===== config.mk =====
export PLATFORM = sky130hd
export DESIGN_NAME = rename2_top
export DESIGN_NICKNAME = d
export VERILOG_FILES = /design/src/rtl/rename2_pkg.sv /design/src/rtl/rename2_alloc.sv /design/src/rtl/rename2_map.sv /design/src/rtl/rename2_fwd.sv /design/src/rtl/rename2_top.sv
export SDC_FILE = /design/constraint.sdc
export NUM_CORES = 1
export LEC_CHECK = 0
export CORE_MARGIN = 2
export CORE_UTILIZATION = 50
export DETAILED_ROUTE_END_ITERATION = 8
export DONT_BUFFER_PORTS = 1
export PLACE_DENSITY = 0.74
export SYNTH_ARGS = -nofsm -noshare
export SYNTH_HDL_FRONTEND = slang
export SYNTH_SLANG_ARGS = --single-unit

===== constraint.sdc =====
create_clock -name clk -period 9.5 [get_ports clk]
set_clock_uncertainty 0.05 [all_clocks]
set_input_delay 1.9 -clock clk [delete_from_list [all_inputs] [get_ports clk]]
set_output_delay 1.9 -clock clk [all_outputs]
set_load 0.005 [all_outputs]

===== src/rtl/rename2_pkg.sv =====
package rename2_pkg;

  localparam int DEF_ARCH_REGS = 32;
  localparam int DEF_TAG_COUNT = 64;
  localparam int DEF_FIRST_TAG = 9;
  localparam int SLOTS         = 2;
  localparam int SRCS_PER_SLOT = 2;

  // Number of designators a pair asks for.
  function automatic logic [1:0] pair_demand(input logic c0, input logic c1);
    return {1'b0, c0} + {1'b0, c1};
  endfunction

endpackage


===== src/rtl/rename2_alloc.sv =====
module rename2_alloc
  import rename2_pkg::*;
#(
  parameter int TAG_COUNT = DEF_TAG_COUNT,
  parameter int FIRST_TAG = DEF_FIRST_TAG,
  parameter int TW        = $clog2(TAG_COUNT),
  parameter int PW        = $clog2(TAG_COUNT + 1)
) (
  input  logic          clk,
  input  logic          rst,
  input  logic          claim0,
  input  logic          claim1,
  input  logic          take,
  output logic          enough,
  output logic [TW-1:0] tag0,
  output logic [TW-1:0] tag1
);

  logic [PW-1:0] ptr_q;
  logic [PW-1:0] left;
  logic [PW-1:0] need;
  logic [PW-1:0] second;

  assign need   = PW'(pair_demand(claim0, claim1));
  assign left   = PW'(TAG_COUNT) - ptr_q;
  assign enough = (left >= need);
  assign second = ptr_q + PW'(claim0);
  assign tag0   = claim0 ? ptr_q[TW-1:0] : '0;
  assign tag1   = claim1 ? second[TW-1:0] : '0;

  always_ff @(posedge clk) begin
    if (rst) begin
      ptr_q <= PW'(FIRST_TAG);
    end else if (take) begin
      ptr_q <= ptr_q + need;
    end
  end

endmodule


===== src/rtl/rename2_map.sv =====
module rename2_map
  import rename2_pkg::*;
#(
  parameter int ARCH_REGS = DEF_ARCH_REGS,
  parameter int AW        = $clog2(ARCH_REGS),
  parameter int TW        = 6,
  parameter int RD_PORTS  = SLOTS * SRCS_PER_SLOT,
  parameter int WR_PORTS  = SLOTS
) (
  input  logic                         clk,
  input  logic                         rst,
  input  logic [RD_PORTS-1:0][AW-1:0]  rd_addr,
  output logic [RD_PORTS-1:0][TW-1:0]  rd_data,
  input  logic [WR_PORTS-1:0]          wr_en,
  input  logic [WR_PORTS-1:0][AW-1:0]  wr_addr,
  input  logic [WR_PORTS-1:0][TW-1:0]  wr_data
);

  logic [TW-1:0] map_q [ARCH_REGS];

  genvar g;
  generate
    for (g = 0; g < RD_PORTS; g++) begin : g_rd
      assign rd_data[g] = map_q[rd_addr[g]];
    end
  endgenerate

  // Higher-numbered write ports are younger and win on a shared address.
  always_ff @(posedge clk) begin
    if (rst) begin
      for (int i = 0; i < ARCH_REGS; i++) begin
        map_q[i] <= TW'(i);
      end
    end else begin
      for (int w = 0; w < WR_PORTS; w++) begin
        if (wr_en[w]) begin
          map_q[wr_addr[w]] <= wr_data[w];
        end
      end
    end
  end

endmodule


===== src/rtl/rename2_fwd.sv =====
module rename2_fwd #(
  parameter int AW = 5,
  parameter int TW = 6
) (
  input  logic          older_wr,
  input  logic [AW-1:0] older_dst,
  input  logic [TW-1:0] older_tag,
  input  logic [AW-1:0] src,
  input  logic [TW-1:0] table_tag,
  output logic [TW-1:0] tag
);

  always_comb begin
    if (older_wr && (older_dst == src)) begin
      tag = older_tag;
    end else begin
      tag = table_tag;
    end
  end

endmodule


===== src/rtl/rename2_top.sv =====
module rename2_top
  import rename2_pkg::*;
#(
  parameter int ARCH_REGS = DEF_ARCH_REGS,
  parameter int TAG_COUNT = DEF_TAG_COUNT,
  parameter int FIRST_TAG = DEF_FIRST_TAG,
  localparam int AW = $clog2(ARCH_REGS),
  localparam int TW = $clog2(TAG_COUNT)
) (
  input  logic          clk,
  input  logic          rst,
  input  logic          in_valid,
  output logic          in_ready,
  input  logic          s0_vld,
  input  logic          s0_wr,
  input  logic [AW-1:0] s0_dst,
  input  logic [AW-1:0] s0_rs1,
  input  logic [AW-1:0] s0_rs2,
  input  logic          s1_vld,
  input  logic          s1_wr,
  input  logic [AW-1:0] s1_dst,
  input  logic [AW-1:0] s1_rs1,
  input  logic [AW-1:0] s1_rs2,
  output logic          out_valid,
  output logic          r0_vld,
  output logic          r0_wr,
  output logic [TW-1:0] r0_tag,
  output logic [TW-1:0] r0_ps1,
  output logic [TW-1:0] r0_ps2,
  output logic          r1_vld,
  output logic          r1_wr,
  output logic [TW-1:0] r1_tag,
  output logic [TW-1:0] r1_ps1,
  output logic [TW-1:0] r1_ps2
);

  localparam int RDP = SLOTS * SRCS_PER_SLOT;

  logic                    claim0, claim1, take, enough;
  logic [TW-1:0]           tag0, tag1;
  logic [RDP-1:0][AW-1:0]  rd_addr;
  logic [RDP-1:0][TW-1:0]  rd_data;
  logic [SLOTS-1:0]        wr_en;
  logic [SLOTS-1:0][AW-1:0] wr_addr;
  logic [SLOTS-1:0][TW-1:0] wr_data;
  logic [SRCS_PER_SLOT-1:0][TW-1:0] young_src;

  assign claim0   = s0_vld & s0_wr;
  assign claim1   = s1_vld & s1_wr;
  assign in_ready = enough;
  assign take     = in_valid & enough;

  rename2_alloc #(
    .TAG_COUNT (TAG_COUNT),
    .FIRST_TAG (FIRST_TAG),
    .TW        (TW)
  ) alloc_i (
    .clk    (clk),
    .rst    (rst),
    .claim0 (claim0),
    .claim1 (claim1),
    .take   (take),
    .enough (enough),
    .tag0   (tag0),
    .tag1   (tag1)
  );

  assign rd_addr[0] = s0_rs1;
  assign rd_addr[1] = s0_rs2;
  assign rd_addr[2] = s1_rs1;
  assign rd_addr[3] = s1_rs2;

  assign wr_en[0]   = take & claim0;
  assign wr_en[1]   = take & claim1;
  assign wr_addr[0] = s0_dst;
  assign wr_addr[1] = s1_dst;
  assign wr_data[0] = tag0;
  assign wr_data[1] = tag1;

  rename2_map #(
    .ARCH_REGS (ARCH_REGS),
    .TW        (TW)
  ) map_i (
    .clk     (clk),
    .rst     (rst),
    .rd_addr (rd_addr),
    .rd_data (rd_data),
    .wr_en   (wr_en),
    .wr_addr (wr_addr),
    .wr_data (wr_data)
  );

  // Younger slot sources look past the table at the older slot's new tag.
  genvar s;
  generate
    for (s = 0; s < SRCS_PER_SLOT; s++) begin : g_young
      rename2_fwd #(.AW(AW), .TW(TW)) fwd_i (
        .older_wr  (claim0),
        .older_dst (s0_dst),
        .older_tag (tag0),
        .src       (rd_addr[SRCS_PER_SLOT + s]),
        .table_tag (rd_data[SRCS_PER_SLOT + s]),
        .tag       (young_src[s])
      );
    end
  endgenerate

  always_ff @(posedge clk) begin
    if (rst) begin
      out_valid <= 1'b0;
      r0_vld    <= 1'b0;
      r0_wr     <= 1'b0;
      r0_tag    <= '0;
      r0_ps1    <= '0;
      r0_ps2    <= '0;
      r1_vld    <= 1'b0;
      r1_wr     <= 1'b0;
      r1_tag    <= '0;
      r1_ps1    <= '0;
      r1_ps2    <= '0;
    end else begin
      out_valid <= take;
      if (take) begin
        r0_vld <= s0_vld;
        r0_wr  <= claim0;
        r0_tag <= tag0;
        r0_ps1 <= rd_data[0];
        r0_ps2 <= rd_data[1];
        r1_vld <= s1_vld;
        r1_wr  <= claim1;
        r1_tag <= tag1;
        r1_ps1 <= young_src[0];
        r1_ps2 <= young_src[1];
      end
    end
  end

endmodule


# == Word level (Yosys, flattened, before mapping) ==
# Memory sizes are Yosys's and may differ from the RTL's. A register that Yosys moved wholly into a read port is not among the register bits.
# Index checks and enable logic that the tools add are counted.
# word_totals
ff_bits,24
mem_bits_rw,192
out_inout_bits,42
mem_count,1
# classes
add_sub_neg,4
order_cmp,1
n_mux,16
n_bitwise,5
n_reduce_logical,2
# memory_table
memory,depth,word_bits,read_ports,rd_clocked_by_memory_dff,write_ports,line,rtl
map_i.map_q,32,6,4,4,32,rename2_map.sv:19,logic [TW-1:0] map_q [ARCH_REGS];
# ops
op,count
two-way mux 6 bit,4
OR reduction 6 bit,2
two-way mux 1 bit,10
two-way mux 5 bit,2
adder 7 x 2 -> 7 bit,1
greater-or-equal comparator 7 x 2 -> 1 bit,1
subtractor 7 bit (first input constant),1
adder 6 x 1 -> 6 bit,1
AND 1 bit,5
adder 1 x 1 -> 2 bit,1

# == Depth between registers and ports, before layout ==
# logic_depth
word_depth,10
ltp_mapped,14
mapped_depth_nobuf,10

# == Cells and area by module ==
# From an unflattened synthesis, not the netlist that was laid out.
# hier_totals
cells_unflattened,1270
hier_area_um2,17865.9
# by_module_without_submodules
mod,n_inst,cells_each,area_per_inst_um2,seq_area_each_um2
rename2_map,1,978,14914.3,5765.5
rename2_top,1,189,1996.9,820.8
rename2_alloc,1,75,639.4,140.1
rename2_fwd,2,14,157.7,0.0

# == Least setup slack after synthesis ==
# No wires, ideal clock.
# synth_path
path_type,input-to-output
startpoint,input s1_wr
endpoint,output in_ready
arrival_ns,3.859
required_time_ns,7.550
path_slack_ns,3.691
stages,10
path_cell_list,nand2_1 -> inv_1 -> clkbuf_1 -> ha_1 -> ha_1 -> nand2b_1 -> a211o_1 -> buf_4 -> nor3_2 -> inv_1
# synth_via
elab_chain_cells,3
# synth_lines
element,line,rtl
start: declaration,rename2_top.sv:20,"input logic s1_wr,"
AND 1 bit,rename2_top.sv:49,assign claim1 = s1_vld & s1_wr;
net alloc_i.claim1,rename2_alloc.sv:12,"input logic claim1,"
adder 1 x 1 -> 2 bit,rename2_pkg.sv:11,"return {1'b0, c0} + {1'b0, c1};"
greater-or-equal comparator 7 x 2 -> 1 bit,rename2_alloc.sv:26,assign enough = (left >= need);
end: declaration,rename2_top.sv:13,"output logic in_ready,"
# The timed path passes the listed nets, and every way through them passes these cells.

# == Worst setup path after layout ==
# layout_path
startpoint,input s0_wr
endpoint,output in_ready
# layout_via
elab_chain_cells,3
# layout_lines
element,line,rtl
start: declaration,rename2_top.sv:15,"input logic s0_wr,"
AND 1 bit,rename2_top.sv:48,assign claim0 = s0_vld & s0_wr;
adder 1 x 1 -> 2 bit,rename2_pkg.sv:11,
greater-or-equal comparator 7 x 2 -> 1 bit,rename2_alloc.sv:26,
# Every way passes these cells.

==> flow_summary.json <==
{
  "ys_warn_count": 0,
  "clk_pin_slew_ns": 0.06,
  "die_area_sq_um": 36040,
  "crit_fanout": 11,
  "synth_cell_types": 66,
  "power_density_nw_per_um2": 140.7,
  "finalHoldViolCount": 0,
  "finalMaxSlewViolations": 0,
  "max-slew-margin-rel_pct": 3.338,
  "min_path_type": "reg2reg",
  "root_buffer": "clkbuf_16",
  "grt.overflow.total": 0,
  "ios": 79,
  "vias": 14600,
  "status": "finished clean",
  "place_hpwl_um": 45940,
  "insertion_delay_ns": 0.58,
  "cts_setup_buffers": 0,
  "die_h_um": 189.8,
  "rr_startpoint": "alloc_i.ptr_q[1]$_SDFFE_PP0N_",
  "drt_iter0_drc": 2909,
  "setup_viol": 0,
  "start_util_pct": 50.36,
  "layout_setup_ws_ns": 3.077,
  "synthArstFlopShare_pct": 0,
  "leakagePower_nw": 5.505,
  "fin_crit_ns": 6.423,
  "die_x_um": 189.8,
  "startpoint_type": "input pin",
  "grt_usage_pct": 36.23,
  "max_cap_violations": 0,
  "syn_nets": 1499,
  "synthCells": 1454,
  "synth.cell_area_sq_um": 17270,
  "area_growth_syn_to_layout_pct": 5.833,
  "cp-end-kind": "primary output",
  "path_class": "in2out",
  "cts_sinks": 240,
  "grt_pass1_vias": 13710,
  "antenna_found_initial": 3,
  "final_nets": 1402,
  "synth_edf_count": 192,
  "gp_congestion": 1.048,
  "grt_max_degree": 53,
  "coreArea_sq_um": 34290,
  "drc": 0,
  "clk_path_buf_depth": 3,
  "ys_ff_latch": 240,
  "wl_um": 65130,
  "cts_max_level": 1,
  "cts_hold_buf": 0,
  "cts_buffers": 27,
  "rsz0062_at_grt": "no",
  "fill_cells": 2813,
  "holdWs_ns": 0.4280,
  "max-vdd-ir-drop_uv": 165.0,
  "grt_pass1_wl_um": 93910,
  "port_buffers": 0,
  "cp.required_ns": 7.55,
  "crit_start": "s0_wr",
  "tritoncts": "yes",
  "wl_per_cell_um": 35.53,
  "vias_per_cell": 7.965,
  "cp.arrival_ns": 4.47,
  "diodes": 0,
  "drtPass1Iterations": 8,
  "tightest_slew_ns": 1.448,
  "ant_nets": 0,
  "cts_resized": 0,
  "rows": 68,
  "ys_seq_area_share_pct": 38.95,
  "syn_area_per_cell_sq_um": 11.88,
  "drive_gt1_share_pct": 22.42,
  "hp-start": "r0_vld$_SDFFE_PP0N_",
  "dp_slack_ns": 3.122,
  "fmax_mhz": 155.7,
  "ys.flop_type": "edfxtp_1",
  "tns_ns": 0,
  "fin_crit_sh_pct": 67.62
}
## critical path: stages
cell and delay [ns]:
nand2_1 0.24, inv_1 0.27, ha_1 0.38, ha_1 0.29, nand2b_1 0.17, a211o_1 0.52
nor3_2 0.53, inv_1 0.16
## layout make-up
type,instances,area [sq um],share of cell area [%]
inverters,15,56.30,0.3081
well taps,455,569.3,3.115
multi-input cells,1057,9972,54.57
flip-flops and latches,240,6726,36.81
repair buffers,16,120.1,0.6573
clock buffers,32,694.4,3.800
clock inverters,18,136.4,0.7463
## flip-flops by register name, indices dropped and copies added (netlist names)
name           cells
map_i.map_q      192
alloc_i.ptr_q      7
r0_ps1             6
r0_ps2             6
r0_tag             6
r1_ps1             6
r1_ps2             6
r1_tag             6
out_valid          1
r0_vld             1
r0_wr              1
r1_vld             1
r1_wr              1
## layout by cell type (no fill, tap or decap), types with 6 or more instances in the layout
master     netlist  routed
xnor2_1         11      11
clkbuf_16        0      27
a211oi_1        18      18
o22a_1           6       6
o21ai_0         71      71
nand4_1         18      18
xor2_1           7       7
o22ai_1         60      60
or3_1           16      16
dfxtp_1         48      48
nor2_1          98      97
nor3_1          47      41
nand2_1        129     129
a21oi_1         77      77
nor3_2           2       7
nand3_1         48      48
nand2b_1        10      10
and3_1           8       8
o211ai_1        26      26
a2bb2oi_1       13      13
mux4_2         217     217
clkinv_2         0       7
ha_1             7       7
mux2i_1         46      46
edfxtp_1       192     192
a31oi_1         36      36
inv_1           14      14
buf_4            8      16
a22oi_1         17      17
## Yosys cell counts (6+ instances only)
master,n,area [sq um]
mux2i_1,46,460.4
edfxtp_1,192,5766
a31oi_1,36,225.2
a21oi_1,77,385.4
xor2_1,7,61.31
a2bb2oi_1,13,113.9
nand2_1,129,484.2
mux4_2,217,4887
a211oi_1,18,135.1
dfxtp_1,48,960.9
ha_1,7,87.58
o21ai_0,71,355.3
inv_1,14,52.55
buf_1,11,41.29
nand3_1,48,240.2
buf_4,8,60.06
o22a_1,6,52.55
buf_2,36,180.2
o211ai_1,26,195.2
nand2b_1,10,62.56
o22ai_1,60,375.4
nand4_1,18,112.6
or3_1,16,100.1
clkbuf_1,85,319.1
and3_1,8,50.05
nor2_1,98,367.9
xnor2_1,11,96.34
a22oi_1,17,127.6
nor3_1,47,235.2
## layer usage
layer,vias up,GRT usage (%),wire length (um)
li1,5735,-,-
met1,6965,48.43,21590
met2,1630,50.04,26430
met3,267,19.09,13900
met4,2,13.39,3196
met5,-,0,14
## final timing paths
| check | to | slack, ns | depth (start not counted) |
|---|---|---|---|
| max reg2reg | map_i.map_q[31][1]$_DFFE_PP_ | 4.69 | 7 |
| min | r0_vld$_SDFFE_PP0N_ | 0.43 | 2 |
| max | in_ready | 3.08 | 8 |
| min reg2reg | r0_vld$_SDFFE_PP0N_ | 0.43 | 2 |
## metrics by stage
| stage | std cells | area, sq um | utilization, % | total power, mW |
|---|---|---|---|---|
| 2_1_floorplan | 1454 | 17270 | - | 1.511 |
| 3_5_place_dp | 1783 | 17440 | 50.88 | 1.562 |
| 4_1_cts | 1833 | 18280 | 53.30 | 2.551 |
| 5_1_grt | 1833 | 18280 | 53.30 | 2.615 |
| 6_report | 1833 | 18280 | 53.30 | 2.572 |
| 3_3_place_gp | 1783 | 17440 | 50.88 | 1.553 |
## power by group
group / internal, mW / total, mW / switching, mW
combinational: 0.171 / 0.328 / 0.157
clock: 0.552 / 1.01 / 0.462
sequential: 1.17 / 1.23 / 0.0576
total: 1.89 / 2.57 / 0.677
## logic make-up (layout without fill, tap and decap cells)
group,count (synthesis),after routing,share of synthesized area (%)
simple gates,410,410,11.17
flops,240,240,38.95
buf+inv,157,81,3.898
fa+ha+maj,8,8,0.6231
mux,264,264,31.06
xor+xnor,18,18,0.9130
compound gates,357,357,13.39
(Power assumes the default switching activity.)
